`config.mk`:
```
export PLATFORM = sky130hd
export DESIGN_NAME = sdi_serial_tx
export DESIGN_NICKNAME = d
export VERILOG_FILES = /design/src/rtl/sdi_tx_pkg.sv /design/src/rtl/sdi_word_shifter.sv /design/src/rtl/sdi_lfsr_scrambler.sv /design/src/rtl/sdi_nrzi_enc.sv /design/src/rtl/sdi_serial_tx.sv
export SDC_FILE = /design/constraint.sdc
export NUM_CORES = 1
export LEC_CHECK = 0
export BUFFER_PORTS_ARGS = -buffer_cell sky130_fd_sc_hd__buf_2
export CELL_PAD_IN_SITES_DETAIL_PLACEMENT = 1
export CELL_PAD_IN_SITES_GLOBAL_PLACEMENT = 2
export CORE_ASPECT_RATIO = 0.6
export CORE_MARGIN = 1
export CORE_UTILIZATION = 37
export DETAILED_ROUTE_END_ITERATION = 7
export PLACE_DENSITY_LB_ADDON = 0.1
export SLEW_MARGIN = 25
export SYNTH_ARGS = -nofsm -noshare
export SYNTH_HDL_FRONTEND = slang
export SYNTH_HIERARCHICAL = 1
export SYNTH_SLANG_ARGS = --single-unit
```
`constraint.sdc`:
```
create_clock -name clk_i -period 1.15 [get_ports clk_i]
set_input_delay 0.115 -clock clk_i [delete_from_list [all_inputs] [get_ports clk_i]]
set_output_delay 0.115 -clock clk_i [all_outputs]
set_load 0.005 [all_outputs]
```
`src/rtl/sdi_tx_pkg.sv`:
```
package sdi_tx_pkg;
  localparam int unsigned WORD_W  = 10;
  localparam int unsigned SCR_LEN = 9;
  localparam int unsigned SCR_TAP = 4;
  localparam int unsigned RST_SYNC_STAGES = 2;
endpackage

```
`src/rtl/sdi_word_shifter.sv`:
```
module sdi_word_shifter #(
  parameter int unsigned WORD_W = 10
) (
  input  logic              clk_i,
  input  logic              rst_ni,
  input  logic [WORD_W-1:0] word_i,
  output logic              take_o,
  output logic              bit_o
);
  localparam int unsigned CNT_W = (WORD_W > 1) ? $clog2(WORD_W) : 1;
  localparam logic [CNT_W-1:0] CNT_LAST = CNT_W'(WORD_W - 1);

  logic [CNT_W-1:0]  cnt_q, cnt_d;
  logic [WORD_W-1:0] sreg_q, sreg_d;
  logic              load;

  assign load = (cnt_q == CNT_LAST);

  always_comb begin
    cnt_d  = load ? '0 : cnt_q + CNT_W'(1);
    sreg_d = load ? word_i : {1'b0, sreg_q[WORD_W-1:1]};
  end

  always_ff @(posedge clk_i or negedge rst_ni) begin
    if (!rst_ni) begin
      cnt_q  <= '0;
      sreg_q <= '0;
    end else begin
      cnt_q  <= cnt_d;
      sreg_q <= sreg_d;
    end
  end

  assign take_o = load;
  assign bit_o  = sreg_q[0];
endmodule

```
`src/rtl/sdi_lfsr_scrambler.sv`:
```
module sdi_lfsr_scrambler #(
  parameter int unsigned LEN = 9,
  parameter int unsigned TAP = 4
) (
  input  logic clk_i,
  input  logic rst_ni,
  input  logic clr_i,
  input  logic en_i,
  input  logic bit_i,
  output logic bit_o
);
  logic [LEN-1:0] hist_q, hist_d;
  logic           scr;

  // feedback from the scrambled bits TAP and LEN positions back
  assign scr = bit_i ^ hist_q[TAP-1] ^ hist_q[LEN-1];

  always_comb begin
    hist_d = hist_q;
    if (clr_i)     hist_d = '0;
    else if (en_i) hist_d = {hist_q[LEN-2:0], scr};
  end

  always_ff @(posedge clk_i or negedge rst_ni) begin
    if (!rst_ni) hist_q <= '0;
    else         hist_q <= hist_d;
  end

  assign bit_o = scr;
endmodule

```
`src/rtl/sdi_nrzi_enc.sv`:
```
module sdi_nrzi_enc (
  input  logic clk_i,
  input  logic rst_ni,
  input  logic clr_i,
  input  logic en_i,
  input  logic bit_i,
  output logic lvl_o
);
  logic lvl_q, lvl_d;

  always_comb begin
    lvl_d = lvl_q;
    if (clr_i)     lvl_d = 1'b0;
    else if (en_i) lvl_d = lvl_q ^ bit_i;
  end

  always_ff @(posedge clk_i or negedge rst_ni) begin
    if (!rst_ni) lvl_q <= 1'b0;
    else         lvl_q <= lvl_d;
  end

  assign lvl_o = lvl_q;
endmodule

```
`src/rtl/sdi_serial_tx.sv`:
```
module sdi_serial_tx
  import sdi_tx_pkg::*;
#(
  parameter int unsigned WORD_W  = sdi_tx_pkg::WORD_W,
  parameter int unsigned SCR_LEN = sdi_tx_pkg::SCR_LEN,
  parameter int unsigned SCR_TAP = sdi_tx_pkg::SCR_TAP
) (
  input  logic              clk_i,
  input  logic              rst_ni,
  input  logic [WORD_W-1:0] word_i,
  output logic              take_o,
  input  logic              bypass_i,
  input  logic              enc_clear_i,
  input  logic              lock_i,
  output logic              ser_o
);
  localparam int unsigned SYNC_N = RST_SYNC_STAGES;

  logic [SYNC_N-1:0] rst_sync_q;
  logic              rst_n_q;
  logic              nrz_bit;
  logic              scr_bit;
  logic              lvl;
  logic              enc_en;
  logic              raw_q;
  logic              ser_q, ser_d;

  always_ff @(posedge clk_i or negedge rst_ni) begin
    if (!rst_ni) rst_sync_q <= '0;
    else         rst_sync_q <= {rst_sync_q[SYNC_N-2:0], 1'b1};
  end
  assign rst_n_q = rst_sync_q[SYNC_N-1];

  sdi_word_shifter #(.WORD_W(WORD_W)) shifter_i (
    .clk_i  (clk_i),
    .rst_ni (rst_n_q),
    .word_i (word_i),
    .take_o (take_o),
    .bit_o  (nrz_bit)
  );

  assign enc_en = !bypass_i;

  sdi_lfsr_scrambler #(.LEN(SCR_LEN), .TAP(SCR_TAP)) scrambler_i (
    .clk_i  (clk_i),
    .rst_ni (rst_n_q),
    .clr_i  (enc_clear_i),
    .en_i   (enc_en),
    .bit_i  (nrz_bit),
    .bit_o  (scr_bit)
  );

  sdi_nrzi_enc nrzi_i (
    .clk_i  (clk_i),
    .rst_ni (rst_n_q),
    .clr_i  (enc_clear_i),
    .en_i   (enc_en),
    .bit_i  (scr_bit),
    .lvl_o  (lvl)
  );

  // raw path delay matches the encoder register stage
  always_ff @(posedge clk_i or negedge rst_n_q) begin
    if (!rst_n_q) raw_q <= 1'b0;
    else          raw_q <= nrz_bit;
  end

  always_comb begin
    ser_d = ser_q;
    if (lock_i) ser_d = bypass_i ? raw_q : lvl;
  end

  always_ff @(posedge clk_i or negedge rst_n_q) begin
    if (!rst_n_q) ser_q <= 1'b0;
    else          ser_q <= ser_d;
  end

  assign ser_o = ser_q;
endmodule

```
==> metrics.txt <==
CTS Buffer Depth 2; crit path buf inv count 2; Mean Syn Cell Area 14.3 um^2; critical-path cell list nor2b_4, nor3b_4, buf_12, buf_2; Post-layout nets 123; Synth Flop Type dfrtp_1; Worst Hold Path EP ser_o$_DFFE_PN0P_; synthesized cell area 1130 um^2; drt via density 4.38; Max Cap Viol 0; drt first pass iters 4; final wirelength 1.98 mm; leak pwr 0.723 nW; critical path class reg2out; vias in the first global route 666; CTS root buffer clkbuf_8; n_diodes 0; Post-synth EDFFs 0; Hold Path Stages 2; first-pass GRT wire length 3.31 mm; post-route minimum period 1.44 ns; HP Start lock_i; Clock Latency Late Sink 0.26 ns; WL/cell 13.3 um; die height 44.7 um; failing checks negative setup slack; Routability Congestion 0.738; largest net degree at the start of global routing 27; num rows 15; Starting DRT DRC Count 35; Crit. End Element output port; die area 3280 um^2; Clock Sinks 28; syn_nets 94; I/O Buffers 16; Async S/R FF share, synth 100%; WHS 0.0298 ns; area of the multi-input gates 420 um^2; Critical Path Start Type flop; fin worst setup slack -0.289 ns; WP data required 1.03 ns; final hold violations 0; Starting Density 39.0%; Hold Crit Class in2reg; Core Box Area 2890 um^2; crit path DAT 1.32 ns; path depth of the worst reg2reg path 4; Critical Path Max Stage Delay 0.42 ns; most frequent cells in the layout 28 x dfrtp_1, 16 x buf_2, 11 x nor2_1, 10 x mux2i_1, 9 x buf_4; setup violators final 11; FF+latch count, synth 28; H-tree Lvls 1; status finished, violations left; CTS tree built; Vias 653; Crit-path slowest cell dfrtp_1; maximum VDD drop 0.592 mV; gr ovfl total 0; drc violations 0; flop-to-flop setup slack -0.23 ns; IO Count 17; die width 73.2 um; maximum clock rate 695 MHz; RSZ-0062 raised after global routing true; skew final 0.00426 ns; worst reg2reg endpoint shifter_i/sreg_q[0]$_DFF_PN0_; pre-CTS WS -0.233 ns; crit share post-route 125%; total CTS buffers 3; Crit Reg-Reg Startpoint shifter_i/cnt_q[2]$_DFF_PN0_; non-filler cells, final 149; GRT Resource Usage Total 14.4%; Reg area 701 um^2; sequential area share after synthesis 62.2%; cell area power density 1190 nW/um^2; Synthesis Warnings 6; CP top delay family flip-flops; Distinct cells, synth 21; cell count after synthesis 79; Detail Route Antenna Nets 0; Worst-path clk slew 0.09 ns; Area Growth Syn to Fin 25.9%; initial antenna violation count 0; commonest non-fill, non-tap cell in the layout dfrtp_1; Final Max Tran Viols 0; fillcell total 313; CP max FO 11; Placed Instances 143; share of cells above drive strength 1 43.9%; dpl hpwl 1.48 mm
-- per-layer routing --
layer | wire, um | GRT usage [%] | vias up
met5 | 0 | 0 | -
met4 | 8 | 3.53 | 0
met3 | 63 | 4.69 | 2
met2 | 833 | 19.8 | 8
met1 | 1070 | 21.8 | 327
li1 | - | - | 316
-- cell usage after synthesis, types with 2 or more instances --
master   instances  area (um^2)
mux2_2          10          113
buf_6            2         22.5
dfrtp_1         28          701
inv_1            3         11.3
nor2_1          11         41.3
mux2i_1         10          100
-- cells by family (layout without fill, tap and decap cells) --
group                  count (synthesis)  count (layout)  share of synthesized area (%)
flip-flops                            28              28                           62.2
multiplexers                          20              20                           18.9
AND/OR/NAND/NOR                       17              17                           8.67
buffers and inverters                  6              34                           3.33
AO/OA/AOI/OAI                          5               5                           3.55
XOR/XNOR                               2               2                           3.00
other                                  1               1                          0.333
-- sequential cells by signal (all words and copies together), names as in the netlist --
name,count
nrzi_i/lvl_o,1
shifter_i/cnt_q,4
shifter_i/sreg_q,10
scrambler_i/hist_q,9
raw_q,1
rst_sync_q,2
ser_o,1
-- power by group --
group          switching (mW)  internal (mW)  total, mW
clock network           0.273          0.306      0.579
logic                  0.0544         0.0488      0.103
registers             0.00917           1.00       1.01
-- worst max-delay path by stage --
| stage | startpoint | endpoint | slack [ns] | depth (start not counted) |
|---|---|---|---|---|
| global placement | shifter_i/cnt_q[2]$_DFF_PN0_ | shifter_i/sreg_q[0]$_DFF_PN0_ | -0.18 | 4 |
| detailed placement | shifter_i/cnt_q[2]$_DFF_PN0_ | shifter_i/sreg_q[0]$_DFF_PN0_ | -0.23 | 4 |
| finish | shifter_i/cnt_q[2]$_DFF_PN0_ | take_o | -0.29 | 4 |
| CTS | shifter_i/cnt_q[2]$_DFF_PN0_ | take_o | -0.32 | 4 |
| global route | shifter_i/cnt_q[2]$_DFF_PN0_ | take_o | -0.39 | 4 |
| floorplan | shifter_i/cnt_q[2]$_DFF_PN0_ | shifter_i/sreg_q[1]$_DFF_PN0_ | -0.19 | 4 |
-- metrics by stage --
| step | area (um^2) | util (%) | power, mW | setup TNS [ns] |
|---|---|---|---|---|
| floorplan | 1160 | - | 1.09 | -1.54 |
| global placement | 1340 | 46.5 | 1.13 | -1.40 |
| detailed placement | 1340 | 46.5 | 1.14 | -1.91 |
| CTS | 1410 | 48.7 | 1.73 | -2.39 |
| global route | 1420 | 49.0 | 1.78 | -3.23 |
| finish | 1420 | 49.0 | 1.69 | -2.17 |
-- worst register-to-register path, cell delays in order, from the launching register on --
cell	delay [ns]
dfrtp_1	0.42
nor2b_4	0.12
nor3b_4	0.23
buf_12	0.17
mux2_2	0.33
-- cell type report --
cell class | instances | share of cell area, %
flip-flops and latches | 28 | 49.4
multi-input cells | 45 | 29.7
repair buffers | 27 | 12.5
clock buffers | 4 | 3.88
well taps | 42 | 3.71
inverters | 3 | 0.794
-- what timing repair did --
| item | in CTS | in global routing |
|---|---|---|
| gates resized for setup | 0 | 1 |
| setup endpoints to repair | 14 | 14 |
| hold buffers | 1 | 0 |
| endpoints found under the hold margin | 2 | 0 |
| pin swaps | 2 | 0 |
| buffers inserted | 0 | 1 |
Note: power is estimated with default switching activity, not from simulation.
